`config.mk`:
```
export PLATFORM = sky130hd
export DESIGN_NAME = adaptive_torus_router
export DESIGN_NICKNAME = d
export VERILOG_FILES = /design/src/rtl/tor_pkg.sv /design/src/rtl/tor_ring_dist.sv /design/src/rtl/tor_vc_alloc.sv /design/src/rtl/adaptive_torus_router.sv
export SDC_FILE = /design/constraint.sdc
export NUM_CORES = 1
export LEC_CHECK = 0
export CORE_UTILIZATION = 39
export CTS_BUF_LIST = sky130_fd_sc_hd__clkbuf_2 sky130_fd_sc_hd__clkbuf_4 sky130_fd_sc_hd__clkbuf_8
export CTS_CLUSTER_SIZE = 12
export DETAILED_ROUTE_END_ITERATION = 10
export PLACE_DENSITY = 0.82
export SETUP_SLACK_MARGIN = 0.2
export SYNTH_ARGS = -nofsm -noshare
export SYNTH_HDL_FRONTEND = slang
export SYNTH_SLANG_ARGS = --single-unit
```
`constraint.sdc`:
```
create_clock -name clk -period 3.93 [get_ports clk]
set_clock_uncertainty 0.2 [all_clocks]
set_input_delay 0.786 -clock clk [delete_from_list [all_inputs] [get_ports clk]]
set_output_delay 0.786 -clock clk [all_outputs]
set_load 0.005 [all_outputs]
```
`src/rtl/tor_pkg.sv`:
```
package tor_pkg;
    localparam int NUM_DIR = 4;
    localparam logic [2:0] PORT_LOCAL = 3'd4;
endpackage

```
`src/rtl/tor_ring_dist.sv`:
```
module tor_ring_dist #(
    parameter int RING = 4,
    localparam int CW = (RING > 1) ? $clog2(RING) : 1
) (
    input  logic [CW-1:0] here,
    input  logic [CW-1:0] dest,
    output logic          pos,
    output logic          neg
);
    localparam logic [CW:0] RW   = (CW+1)'(RING);
    localparam logic [CW:0] HALF = (CW+1)'(RING / 2);

    logic [CW:0] wrap_d;
    logic [CW:0] dist_d;

    always_comb begin
        wrap_d = {1'b0, dest} + RW - {1'b0, here};
        dist_d = (wrap_d >= RW) ? wrap_d - RW : wrap_d;
        pos    = (dist_d != '0) && (dist_d <= HALF);
        neg    = (dist_d != '0) && (dist_d > HALF);
    end
endmodule

```
`src/rtl/tor_vc_alloc.sv`:
```
module tor_vc_alloc
    import tor_pkg::*;
#(
    parameter int NUM_VC = 2,
    parameter int DR_MAX = 3,
    parameter int VCW    = 1,
    parameter int DRW    = 2
) (
    input  logic                            is_local,
    input  logic [NUM_DIR-1:0]              prod,
    input  logic [1:0]                      dor_dir,
    input  logic [DRW-1:0]                  pkt_dr,
    input  logic [NUM_DIR*NUM_VC-1:0]       busy,
    input  logic [NUM_DIR*NUM_VC*DRW-1:0]   occ_dr,
    output logic                            grant,
    output logic [2:0]                      port,
    output logic [VCW-1:0]                  vc,
    output logic [DRW-1:0]                  dr,
    output logic                            misroute
);
    logic [NUM_DIR-1:0] ad_free;
    logic [VCW-1:0]     ad_vc [NUM_DIR];
    logic               sat, esc_ok;
    logic [DRW-1:0]     esc_occ;
    logic               p_hit, m_hit;
    logic [1:0]         p_dir, m_dir;

    always_comb begin
        for (int d = 0; d < NUM_DIR; d++) begin
            ad_free[d] = 1'b0;
            ad_vc[d]   = '0;
            for (int v = NUM_VC - 1; v >= 1; v--) begin
                if (!busy[d*NUM_VC+v]) begin
                    ad_free[d] = 1'b1;
                    ad_vc[d]   = VCW'(v);
                end
            end
        end
    end

    always_comb begin
        sat     = (pkt_dr == DRW'(DR_MAX));
        esc_occ = occ_dr[(int'(dor_dir)*NUM_VC)*DRW +: DRW];
        esc_ok  = !busy[int'(dor_dir)*NUM_VC] || (esc_occ >= pkt_dr);
        p_hit = 1'b0; p_dir = 2'd0;
        m_hit = 1'b0; m_dir = 2'd0;
        for (int d = NUM_DIR - 1; d >= 0; d--) begin
            if (prod[d] && ad_free[d]) begin
                p_hit = 1'b1;
                p_dir = 2'(d);
            end
            if (!prod[d] && ad_free[d]) begin
                m_hit = 1'b1;
                m_dir = 2'(d);
            end
        end
        grant = 1'b0; port = '0; vc = '0; dr = '0; misroute = 1'b0;
        if (is_local) begin
            grant = 1'b1;
            port  = PORT_LOCAL;
            dr    = pkt_dr;
        end else if (!sat && p_hit) begin
            grant = 1'b1;
            port  = {1'b0, p_dir};
            vc    = ad_vc[p_dir];
            dr    = pkt_dr;
        end else if (esc_ok) begin
            grant = 1'b1;
            port  = {1'b0, dor_dir};
            dr    = pkt_dr;
        end else if (!sat && m_hit) begin
            grant    = 1'b1;
            port     = {1'b0, m_dir};
            vc       = ad_vc[m_dir];
            dr       = pkt_dr + DRW'(1);
            misroute = 1'b1;
        end
    end
endmodule

```
`src/rtl/adaptive_torus_router.sv`:
```
module adaptive_torus_router
    import tor_pkg::*;
#(
    parameter int X_SIZE = 4,
    parameter int Y_SIZE = 4,
    parameter int NUM_VC = 2,
    parameter int DR_MAX = 3,
    localparam int XW  = (X_SIZE > 1) ? $clog2(X_SIZE) : 1,
    localparam int YW  = (Y_SIZE > 1) ? $clog2(Y_SIZE) : 1,
    localparam int VCW = (NUM_VC > 1) ? $clog2(NUM_VC) : 1,
    localparam int DRW = (DR_MAX > 0) ? $clog2(DR_MAX + 1) : 1
) (
    input  logic                          clk,
    input  logic                          rst,
    input  logic [XW-1:0]                 loc_x,
    input  logic [YW-1:0]                 loc_y,
    input  logic                          req_valid,
    input  logic [XW-1:0]                 req_dst_x,
    input  logic [YW-1:0]                 req_dst_y,
    input  logic [DRW-1:0]                req_dr,
    input  logic [4*NUM_VC-1:0]           vc_busy,
    input  logic [4*NUM_VC*DRW-1:0]       vc_occ_dr,
    output logic                          rsp_grant,
    output logic                          rsp_stall,
    output logic [2:0]                    rsp_port,
    output logic [VCW-1:0]                rsp_vc,
    output logic [DRW-1:0]                rsp_dr,
    output logic                          rsp_misroute
);
    typedef struct packed {
        logic           grant;
        logic           stall;
        logic [2:0]     port;
        logic [VCW-1:0] vc;
        logic [DRW-1:0] dr;
        logic           misroute;
    } rsp_t;

    rsp_t rsp_d, rsp_q;

    logic px, nx, py, ny;
    logic [1:0] dor_dir;
    logic a_grant, a_mis;
    logic [2:0] a_port;
    logic [VCW-1:0] a_vc;
    logic [DRW-1:0] a_dr;

    tor_ring_dist #(.RING(X_SIZE)) u_dx (.here(loc_x), .dest(req_dst_x), .pos(px), .neg(nx));
    tor_ring_dist #(.RING(Y_SIZE)) u_dy (.here(loc_y), .dest(req_dst_y), .pos(py), .neg(ny));

    assign dor_dir = px ? 2'd0 : (nx ? 2'd1 : (py ? 2'd2 : 2'd3));

    tor_vc_alloc #(.NUM_VC(NUM_VC), .DR_MAX(DR_MAX), .VCW(VCW), .DRW(DRW)) u_alloc (
        .is_local (!(px || nx || py || ny)),
        .prod     ({ny, py, nx, px}),
        .dor_dir  (dor_dir),
        .pkt_dr   (req_dr),
        .busy     (vc_busy),
        .occ_dr   (vc_occ_dr),
        .grant    (a_grant),
        .port     (a_port),
        .vc       (a_vc),
        .dr       (a_dr),
        .misroute (a_mis)
    );

    always_comb begin
        rsp_d = '0;
        if (req_valid) begin
            if (a_grant) begin
                rsp_d.grant    = 1'b1;
                rsp_d.port     = a_port;
                rsp_d.vc       = a_vc;
                rsp_d.dr       = a_dr;
                rsp_d.misroute = a_mis;
            end else begin
                rsp_d.stall = 1'b1;
            end
        end
    end

    always_ff @(posedge clk) begin
        if (rst) rsp_q <= '0;
        else     rsp_q <= rsp_d;
    end

    assign rsp_grant    = rsp_q.grant;
    assign rsp_stall    = rsp_q.stall;
    assign rsp_port     = rsp_q.port;
    assign rsp_vc       = rsp_q.vc;
    assign rsp_dr       = rsp_q.dr;
    assign rsp_misroute = rsp_q.misroute;


    resp_after_req_chk: assert property (@(posedge clk) disable iff (rst)
        (rsp_grant || rsp_stall) |-> $past(req_valid));


    grant_stall_excl_chk: assert property (@(posedge clk) disable iff (rst)
        !(rsp_grant && rsp_stall));


    misroute_count_chk: assert property (@(posedge clk) disable iff (rst)
        (rsp_grant && rsp_misroute) |-> (rsp_dr == $past(req_dr) + DRW'(1)) && (rsp_vc != '0));


    ceiling_escape_chk: assert property (@(posedge clk) disable iff (rst)
        (rsp_grant && $past(req_dr) == DRW'(DR_MAX) && rsp_port != PORT_LOCAL)
        |-> (rsp_vc == '0) && !rsp_misroute);


    local_eject_chk: assert property (@(posedge clk) disable iff (rst)
        (rsp_grant && rsp_port == PORT_LOCAL)
        |-> $past(req_dst_x == loc_x && req_dst_y == loc_y));


    count_kept_chk: assert property (@(posedge clk) disable iff (rst)
        (rsp_grant && !rsp_misroute) |-> rsp_dr == $past(req_dr));
endmodule

```
; Word-level counts from Yosys, hierarchy flattened
; Index checks and enable logic that the tools add are counted.
[word_totals]
register_bits = 9
[classes]
magnitude_cmp = 10
n_eq_ne = 1
n_addsub = 7
n_shift = 1
n_reduce_logical = 30
muxes = 50
bitwise = 5
[op_table]
columns = cell, n
row1 = two-way mux 2 bit, 15
row2 = two-way mux 1 bit, 27
row3 = variable part select 16 x 5 -> 2 bit, 1
row4 = two-way mux 3 bit, 5
row5 = logical AND 1 bit, 14
row6 = "greater-or-equal comparator 3 bit, second input constant", 4
row7 = "adder 2 x 3 -> 3 bit, second input constant", 2
row8 = binary-select mux 1 bit (select 2 bit), 3
row9 = "greater-than comparator 3 x 2 -> 1 bit, second input constant", 2
row10 = "less-or-equal comparator 3 x 2 -> 1 bit, second input constant", 2
row11 = zero test 1 bit, 6
row12 = inverter 2 -> 3 bit, 2
row13 = nonzero test 3 bit, 2
row14 = OR reduction 6 bit, 1
row15 = subtractor 3 x 2 -> 3 bit, 2
row16 = "subtractor 3 bit, second input constant", 2
row17 = logical OR 1 bit, 4
row18 = "less-than comparator 3 x 4 -> 1 bit, second input constant", 1
row19 = OR reduction 4 bit, 1
row20 = inverter 1 bit, 3
row21 = OR reduction 3 bit, 1
row22 = "adder 2 x 1 -> 2 bit, second input constant", 1
row23 = "equality test 2 bit, second input constant", 1
row24 = greater-or-equal comparator 2 bit, 1
row25 = OR reduction 2 bit, 1

; Logic depth before layout (Yosys ltp)
[depth]
word_depth = 19
mapped_depth = 15
depth_no_buf = 15

; By module
; A second synthesis with hierarchy kept.
[unflattened]
cells_unflattened = 83
area_unflattened_um2 = 782.0
[by_module_without_submodules]
columns = module, n_inst, cells_per_inst, area_per_inst_um2
row1 = tor_vc_alloc, 1, 50, 397.9
row2 = adaptive_torus_router, 1, 23, 271.5
row3 = tor_ring_dist, 2, 5, 56.3

; Least setup slack after synthesis
; Ideal clock, no wire load.
[synth_path]
path_kind = input port to flip-flop
start = in req_dst_x[0]
end = reg rsp_q (netlist bit rsp_dr[1])
setup_ns = 0.070
path_buffers = 0
setup_slack_ns = 0.197
cell_stages = 13
arrival_time_ns = 3.463
cell_sequence = inv_1 > ha_1 > xnor2_1 > xnor2_1 > ha_1 > mux2_2 > a21oi_1 > ha_1 > nand2b_1 > a21oi_2 > o2111ai_4 > or4b_1 > a21oi_1
[synth_via]
elab_chain_cells = 17
word_cells_on_any_way = 43
cone_classes = 3 x add/sub / 4 x order compare / 1 x shift / 17 x mux / 1 x bitwise / 17 x reduce/logical
[synth_rtl]
columns = item, line
row1 = from (decl), adaptive_torus_router.sv:18  ; input logic [XW-1:0] req_dst_x,
row2 = adder 2 x 3 -> 3 bit *, tor_ring_dist.sv:17  ; wrap_d = {1'b0, dest} + RW - {1'b0, here};
row3 = subtractor 3 x 2 -> 3 bit *, tor_ring_dist.sv:17
row4 = subtractor 3 bit or greater-or-equal comparator 3 bit (tied branches), tor_ring_dist.sv:18  ; dist_d = (wrap_d >= RW) ? wrap_d - RW : wrap_d;
row5 = two-way mux 3 bit *, tor_ring_dist.sv:18
row6 = "parallel branches: the longest is 13 deep, another holds greater-than comparator 3 x 2 -> 1 bit", n/a
row7 = to (signal assigned), adaptive_torus_router.sv:84  ; else rsp_q <= rsp_d;
row8 = to (decl), adaptive_torus_router.sv:39  ; rsp_t rsp_d, rsp_q;
; Mark *: on every way between the ends. The select of a mux whose other input is x is not followed.
; A chain may end at the register's enable or synchronous reset.

; Worst setup path after layout
[layout_path]
start = in req_dst_y[1]
end = reg rsp_q (netlist bit rsp_dr[1])
[layout_via]
elab_chain_cells = 19
word_cells_on_any_way = 47
cone_classes = 3 x add/sub / 4 x order compare / 1 x shift / 22 x mux / 1 x bitwise / 16 x reduce/logical
[layout_rtl]
columns = item, line
row1 = from (decl), adaptive_torus_router.sv:19  ; input logic [YW-1:0] req_dst_y,
row2 = adder 2 x 3 -> 3 bit *, tor_ring_dist.sv:17
row3 = subtractor 3 x 2 -> 3 bit *, tor_ring_dist.sv:17
row4 = subtractor 3 bit or greater-or-equal comparator 3 bit (tied branches), tor_ring_dist.sv:18
row5 = two-way mux 3 bit *, tor_ring_dist.sv:18
row6 = "parallel branches: the longest is 15 deep, another holds less-or-equal comparator 3 x 2 -> 1 bit", n/a
; Marked as above.

==> run summary <==
status - completed
cell count after synthesis - 94
DP Wirelength - 1614 um
element type at the critical path start - input port
Critical Path Source - req_dst_y[1]
wirelength, routed - 1986 um
Critical Path Sink Type - flop
cell repeated most along the worst path - ha_1
IO buf count - 37
commonest cells after routing, fill and taps aside - 33 x clkdlybuf4s50_1, 14 x buf_4, 10 x nor2_1
Pwr Density - 301.6 nW/um2
sequential-to-total area share from yosys stat - 22.43%
P&R area growth vs syn - 75.70%
Max Fanout on Critical Path - 5
warnings from Yosys - 0
CTS clk-pin slew, worst paths - 0.05 ns
initial antenna violation count - 0
PnR worst setup slack - 0.2898 ns
first-pass GRT wire length - 3036 um
kind of critical path - in -> reg
total CTS buffers - 3
antenna cells - 0
Std-Cell Rows - 16
Peak Freq - 274.7 MHz
synthesized cell area - 803.3 um2
Worst Hold Class - in -> reg
adder-cell share of the synthesized area - 14.02%
Flop pwr share - 23.3%
XOR/XNOR share of the synthesized area - 4.361%
max_cap viols - 0
final worst-path cycle share - 92.63%
worst slack at placement - -0.3138 ns
Slew @ Worst Pin - 0.4443 ns
Clk pwr share - 17.4%
CP bufs+invs - 2
family with the most delay on the worst path - adder cells
Nets - 196
# fillers - 151
CP Cell Sequence - clkdlybuf4s50_1 -> xnor2_2 -> xnor2_1 -> ha_1 -> buf_6 -> mux2i_1 -> a21oi_1 -> ha_1 -> a21oi_4 -> o2111ai_4 -> or4b_1 -> a21oi_2
DR vias/cell - 5.011
Slew Viols, Final - 0
largest net degree at the start of global routing - 7
DR pass1 iterations - 4
Die ar. - 2245 um2
setup violators final - 0
Die X-Extent - 47.39 um
Yosys reg bits - 9
Internal Pwr Total - 288.1 uW
Max Buffers Root-to-Sink - 2
post-route ant nets - 0
GRT Util Overall - 19.59%
Synth Area in Compound Gates - 25.23%
crit path DAT - 3.63 ns
Netlist cell types - 29
relative slew slack - 70.06%
via count - 882
CP required - 3.92 ns
min-delay src - req_valid
Peak VDD IR - 0.1653 mV
post-synthesis mux area share - 7.788%
crit path time final - 3.640 ns
worst stage delay on the critical path - 0.56 ns
largest family of logic cells by synthesized area - compound AO/OA/AOI/OAI gates
WL per Instance - 11.28 um
DR DRC count - 0
Leakage - 0.5911 nW
Iter 0 DRT Violations - 21
syn nets - 140
unrepaired setup endpoints after global routing - no
CTS root buffer - clkbuf_4
Initial Utilization - 41.37%
CTS tree - yes
H-tree levels - 1
vias in the first global route - 752
GR Overflow Total - 0
syn avg cell area - 8.545 um2
commonest non-fill, non-tap cell in the layout - clkdlybuf4s50_1
clk sinks - 9
top-level port count - 46
Final Hold Viols - 0
Comb pwr share - 59.3%
share of cells above drive strength 1 - 26.85%
Net Sw Frac - 32.31%
core area - 1942 um2
Simple-Gate Fraction of Synth Area - 20.09%
die height - 47.39 um
TNS Setup - 0 ns
Psw - 137.5 uW
CP max-delay cell - or4b_1
routability congestion estimate - 0.7527
power groups by stage:
stage | sequential, mW | combinational [mW] | clock (mW)
6_report | 0.0992 | 0.252 | 0.0741
5_1_grt | 0.0998 | 0.273 | 0.0816
4_1_cts | 0.0993 | 0.244 | 0.0746
3_5_place_dp | 0.101 | 0.215 | 0
3_3_place_gp | 0.101 | 0.208 | 0
2_1_floorplan | 0.102 | 0.123 | 0
registers in the layout (all words and copies together) (netlist names):
name / cells
rsp_dr: 2
rsp_stall: 1
rsp_grant: 1
rsp_vc: 1
rsp_misroute: 1
rsp_port: 3
layer usage:
| metal | wire length, um | part of all wire [%] | up-vias | GRT usage [%] |
|---|---|---|---|---|
| met5 | 0 | 0 | - | 0 |
| met4 | 42 | 2.1 | 0 | 9.714 |
| met3 | 117 | 5.9 | 6 | 1.923 |
| met2 | 1050 | 53 | 44 | 35.62 |
| met1 | 774 | 39 | 390 | 22.48 |
| li1 | - | - | 442 | - |
area by class of cell:
class | count | area [um2] | area share [%]
Multi-Input combinational cell | 74 | 648.1 | 45.92
Timing Repair Buffer | 52 | 481.7 | 34.13
Sequential cell | 9 | 180.2 | 12.77
Inverter | 10 | 37.54 | 2.660
Tap cell | 27 | 33.78 | 2.394
Clock buffer | 4 | 30.03 | 2.128
final timing paths:
check	end	slack [ns]	depth (start not counted)
worst max-delay path	rsp_dr[1]	0.29	12
worst min-delay path	rsp_dr[1]	0.99	3
Yosys cell counts:
library cell  number  share of area [%]
nand4b_1           1                1.1
nor3_1             2                1.2
a211oi_1           2                1.9
nor2_1            10                4.7
a21oi_2            1                1.1
mux2i_1            4                5.0
or4_1              1               0.93
o22ai_1            2                1.6
o21bai_1           1               0.93
inv_1             10                4.7
nand2_1            3                1.4
or4b_1             1                1.2
o31a_2             1                1.2
a21oi_1            6                3.7
o21a_1             1               0.93
buf_6              1                1.4
dfxtp_1            9                 22
or2_2              2                1.6
ha_1               9                 14
o41ai_4            1                3.4
nor2b_4            1                1.7
xnor2_1            4                4.4
o21ai_0            7                4.4
nand2b_1           3                2.3
o2111ai_4          1                3.3
nor2b_1            5                3.9
mux2_2             2                2.8
o211ai_1           2                1.9
a21boi_0           1               0.93
cells by family (layout without fill, tap and decap cells):
logic type / after synthesis / after routing
adder cells (fa/ha/maj): 9 / 9
AO/OA/AOI/OAI: 26 / 26
multiplexers: 6 / 6
buffers and inverters: 11 / 66
flip-flops: 9 / 9
XOR/XNOR: 4 / 4
AND/OR/NAND/NOR: 29 / 29
timing repair:
action / in CTS / in global routing
pin swaps: 16 / 0
hold buffers: 0 / 0
buffers inserted: 3 / 0
hold endpoints to repair: 0 / 0
resized for setup: 17 / 2
endpoints found under the setup margin: 5 / 2
tightest hold or removal path: stages:
cell,delay [ns]
clkdlybuf4s50_1,0.42
nand2b_1,0.14
a21oi_2,0.04
per-stage QoR:
step                hold WS [ns]  utilization (%)  instances  power [mW]  cell area, um2
floorplan                 0.7430                -         94      0.2251           805.8
global placement           1.214            66.37        169      0.3095            1289
detailed placement         1.221            66.37        169      0.3166            1289
CTS                       0.9643            71.78        176      0.4181            1394
global route              0.9817            72.68        176      0.4543            1411
finish                    0.9888            72.68        176      0.4256            1411
Power figures use the tool's default switching activity.
